## src/rtl/simd_cat_pkg.sv

```systemverilog
package simd_cat_pkg;
  // number of base granules each operand is cut into
  parameter int GRAN_N = 4;
  // granule widths of the two operands
  parameter int A_GW   = 4;
  parameter int B_GW   = 8;
  // width of the element-width code
  parameter int EW_W   = 2;

  localparam int A_W   = GRAN_N * A_GW;
  localparam int B_W   = GRAN_N * B_GW;
  localparam int O_W   = A_W + B_W;
  // lane-count variants: 1, 2, 4 ... GRAN_N lanes
  localparam int NV    = $clog2(GRAN_N) + 1;
endpackage

```

## src/rtl/simd_cat_mode_dec.sv

```systemverilog
module simd_cat_mode_dec
  import simd_cat_pkg::*;
#(
  parameter int CODE_W = EW_W,
  parameter int N_VAR  = NV
) (
  input  logic [CODE_W-1:0] ew_code,
  output logic [N_VAR-1:0]  var_sel
);
  logic hit;

  // code v selects the 2^v-lane variant; unused codes fall back to one lane
  always_comb begin
    var_sel = '0;
    hit     = 1'b0;
    for (int v = 0; v < N_VAR; v++) begin
      if (int'(ew_code) == v) begin
        var_sel[v] = 1'b1;
        hit        = 1'b1;
      end
    end
    if (!hit) var_sel[0] = 1'b1;
  end
endmodule

```

## src/rtl/simd_cat_layout.sv

```systemverilog
module simd_cat_layout
  import simd_cat_pkg::*;
#(
  parameter int LANES = 1,
  parameter int GN    = GRAN_N,
  parameter int AG    = A_GW,
  parameter int BG    = B_GW
) (
  input  logic [GN*AG-1:0]      a_in,
  input  logic [GN*BG-1:0]      b_in,
  output logic [GN*(AG+BG)-1:0] y_out
);
  // granules per lane and width of one output lane
  localparam int GPL    = GN / LANES;
  localparam int LANE_W = GPL * (AG + BG);

  for (genvar g = 0; g < GN; g++) begin : g_gran
    localparam int K     = g / GPL;
    localparam int J     = g % GPL;
    localparam int A_POS = K * LANE_W + J * AG;
    localparam int B_POS = K * LANE_W + GPL * AG + J * BG;
    assign y_out[A_POS +: AG] = a_in[g*AG +: AG];
    assign y_out[B_POS +: BG] = b_in[g*BG +: BG];
  end
endmodule

```

## src/rtl/simd_cat_select.sv

```systemverilog
module simd_cat_select
  import simd_cat_pkg::*;
#(
  parameter int N_VAR = NV,
  parameter int W     = O_W
) (
  input  logic [N_VAR-1:0][W-1:0] cand,
  input  logic [N_VAR-1:0]        var_sel,
  output logic [W-1:0]            y
);
  always_comb begin
    y = '0;
    for (int v = 0; v < N_VAR; v++) begin
      y = y | (cand[v] & {W{var_sel[v]}});
    end
  end
endmodule

```

## src/rtl/simd_lane_cat.sv

```systemverilog
module simd_lane_cat
  import simd_cat_pkg::*;
(
  input  logic [EW_W-1:0] ew_code,
  input  logic [A_W-1:0]  opnd_a,
  input  logic [B_W-1:0]  opnd_b,
  output logic [O_W-1:0]  cat_y
);
  logic [NV-1:0]          var_sel;
  logic [NV-1:0][O_W-1:0] cand;

  simd_cat_mode_dec #(.CODE_W(EW_W), .N_VAR(NV)) u_dec (
    .ew_code (ew_code),
    .var_sel (var_sel)
  );

  // one fixed wiring per lane count, picked by the decoded code
  for (genvar v = 0; v < NV; v++) begin : g_var
    simd_cat_layout #(.LANES(1 << v), .GN(GRAN_N), .AG(A_GW), .BG(B_GW)) u_lay (
      .a_in  (opnd_a),
      .b_in  (opnd_b),
      .y_out (cand[v])
    );
  end

  simd_cat_select #(.N_VAR(NV), .W(O_W)) u_sel (
    .cand    (cand),
    .var_sel (var_sel),
    .y       (cat_y)
  );
endmodule

```

## config.mk

```make
export PLATFORM = sky130hd
export DESIGN_NAME = simd_lane_cat
export DESIGN_NICKNAME = d
export VERILOG_FILES = /design/src/rtl/simd_cat_pkg.sv /design/src/rtl/simd_cat_mode_dec.sv /design/src/rtl/simd_cat_layout.sv /design/src/rtl/simd_cat_select.sv /design/src/rtl/simd_lane_cat.sv
export SDC_FILE = /design/constraint.sdc
export NUM_CORES = 1
export LEC_CHECK = 0
export BUFFER_PORTS_ARGS = -buffer_cell sky130_fd_sc_hd__buf_2
export CORE_UTILIZATION = 30
export DETAILED_ROUTE_END_ITERATION = 10
export PLACE_DENSITY = 0.94
export RECOVER_POWER = 50
export SLEW_MARGIN = 10
export SYNTH_ARGS = -nofsm -noshare
export SYNTH_HDL_FRONTEND = slang
export SYNTH_SLANG_ARGS = --single-unit
export TNS_END_PERCENT = 30
```

## constraint.sdc

```tcl
create_clock -name vclk -period 3.9
set_clock_uncertainty 0.05 [all_clocks]
set_input_delay 0.975 -clock vclk [all_inputs]
set_output_delay 0.975 -clock vclk [all_outputs]
set_load 0.05 [all_outputs]
```

==> impl_metrics.tcl <==
set metrics [dict create \
    status "finished clean" \
    antenna_found_initial 0 \
    first_pass_iters 4 \
    cts_resized 0 \
    syn_nets 129 \
    nClkBuffers 0 \
    routabilityCongestion 0.739 \
    syn_area_per_cell_um2 7.56 \
    grt_pass1_vias 858 \
    die-height_um 46.0 \
    die_area_mm2 0.00212 \
    post_cts_buffers 0 \
    finalHoldViolations 0 \
    cp_max_fo 16 \
    fin_crit_sh 0.901 \
    critPathRequiredTime_ns 2.87 \
    drt-total-wl_um 2690 \
    worstMarginPinSlew_ns 0.646 \
    p_leak_nw 0.645 \
    wl_per_cell_um 13.8 \
    fp.coreArea_mm2 0.00176 \
    power_uw 342 \
    dpl.hpwl_um 2230 \
    finalNetCount 224 \
    fmaxAchievable_ghz 0.284 \
    critical_path_arrival_ns 2.49 \
    rsz0062_at_grt "false" \
    port_buffers 98 \
    drc 0 \
    stdcell_count 195 \
    syn_to_final_growth_pct 79.4 \
    n_antenna_cell 0 \
    initial_core_util 0.330 \
    hold_class "in2out" \
    die_w_um 46.0 \
    ys_seq_area_frac 0 \
    syn_inst 77 \
    overflow 0 \
    cts_hold_buf 0 \
    crit_path_start_kind "input pin" \
    synthDistinctLibCells 11 \
    syn_area_um2 582 \
    slew-limit-headroom 0.571 \
    regArea_um2 0 \
    timing_worst_setup_path_type "in2out" \
    vias 1014 \
    slew_violations 0 \
    fin_setup_tns_ns 0 \
    design.seq.count 0 \
    power_density_mw_per_mm2 328 \
    rows 15 \
    ir_drop_mv 0.153 \
    layout-drive-gt1-share 0.529 \
    setup-violations-final 0 \
    placed_area_mm2 0.00106 \
    io_pins 98 \
    drt_iter0_markers 56 \
    dp.cells 195 \
    grt_max_degree 17 \
    grt_usage 0.217 \
    ys_warn_count 0 \
    grt_pass1_wl_um 3510 \
    antenna_left 0 \
    fin_area_mm2 0.00104 \
    drv_cap 0 \
    fin_crit_ns 3.52 \
    startpoint "ew_code[0]" \
    end_kind "output pin" \
    min_from "opnd_b[30]" \
    vias_per_cell 5.20 \
]
## critical path: stages
cell      delay (ns)
buf_2           0.10
inv_1           0.04
ha_1            0.46
buf_4           0.27
a22o_1          0.15
clkbuf_1        0.50
## per-layer routing
layer	vias to the layer above	GRT usage	part of all wire	wire, um
li1	493	-	-	-
met1	450	0.212	0.37	1000
met2	69	0.465	0.51	1370
met3	2	0.0278	0.11	288
met4	0	0.0412	0.0093	25
met5	-	0	0	0
## placed cells by master, fill, tap and decap left out
cell,instances
nor2b_1,12
nor3_1,1
inv_1,14
a222oi_1,12
buf_2,77
buf_4,4
a22o_1,24
clkbuf_1,15
ha_1,2
or2_4,2
clkbuf_2,7
## layout make-up
cell class,instances,area (um2)
Multi-Input combinational cell,53,453
Tap cell,25,31.3
Fill cell,191,721
Timing Repair Buffer,103,507
Inverter,14,52.6
## stage by stage
stage	setup slack, ns	hold slack, ns	util
finish	0.385	2.30	0.591
floorplan	0.571	2.17	-
detailed placement	0.475	2.30	0.604
global placement	0.548	2.30	0.604
CTS	0.480	2.30	0.604
global route	0.257	2.31	0.591
## path summary, 6_finish.rpt
check,end,slack (ns),cells after the start
worst min-delay path,cat_y[46],2.30,3
worst max-delay path,cat_y[16],0.38,6
## cells in the mapped netlist
library cell | n | area [um2]
inv_1 | 14 | 52.6
clkbuf_1 | 1 | 3.75
or2_4 | 2 | 17.5
nor3_1 | 1 | 5.00
buf_2 | 4 | 20.0
a22o_1 | 24 | 210
buf_4 | 1 | 7.51
ha_1 | 2 | 25.0
buf_6 | 4 | 45.0
nor2b_1 | 12 | 75.1
a222oi_1 | 12 | 120
## cells by family after synthesis
group,synth area share
buffers and inverters,0.221
and+or+nand+nor,0.168
AOI/OAI and AO/OA,0.568
adders and majority gates,0.0430
## power by group
group	internal [mW]	switching, mW
clock network	0	0
logic	0.0879	0.254
registers	0	0
Power figures use the tool's default switching activity.
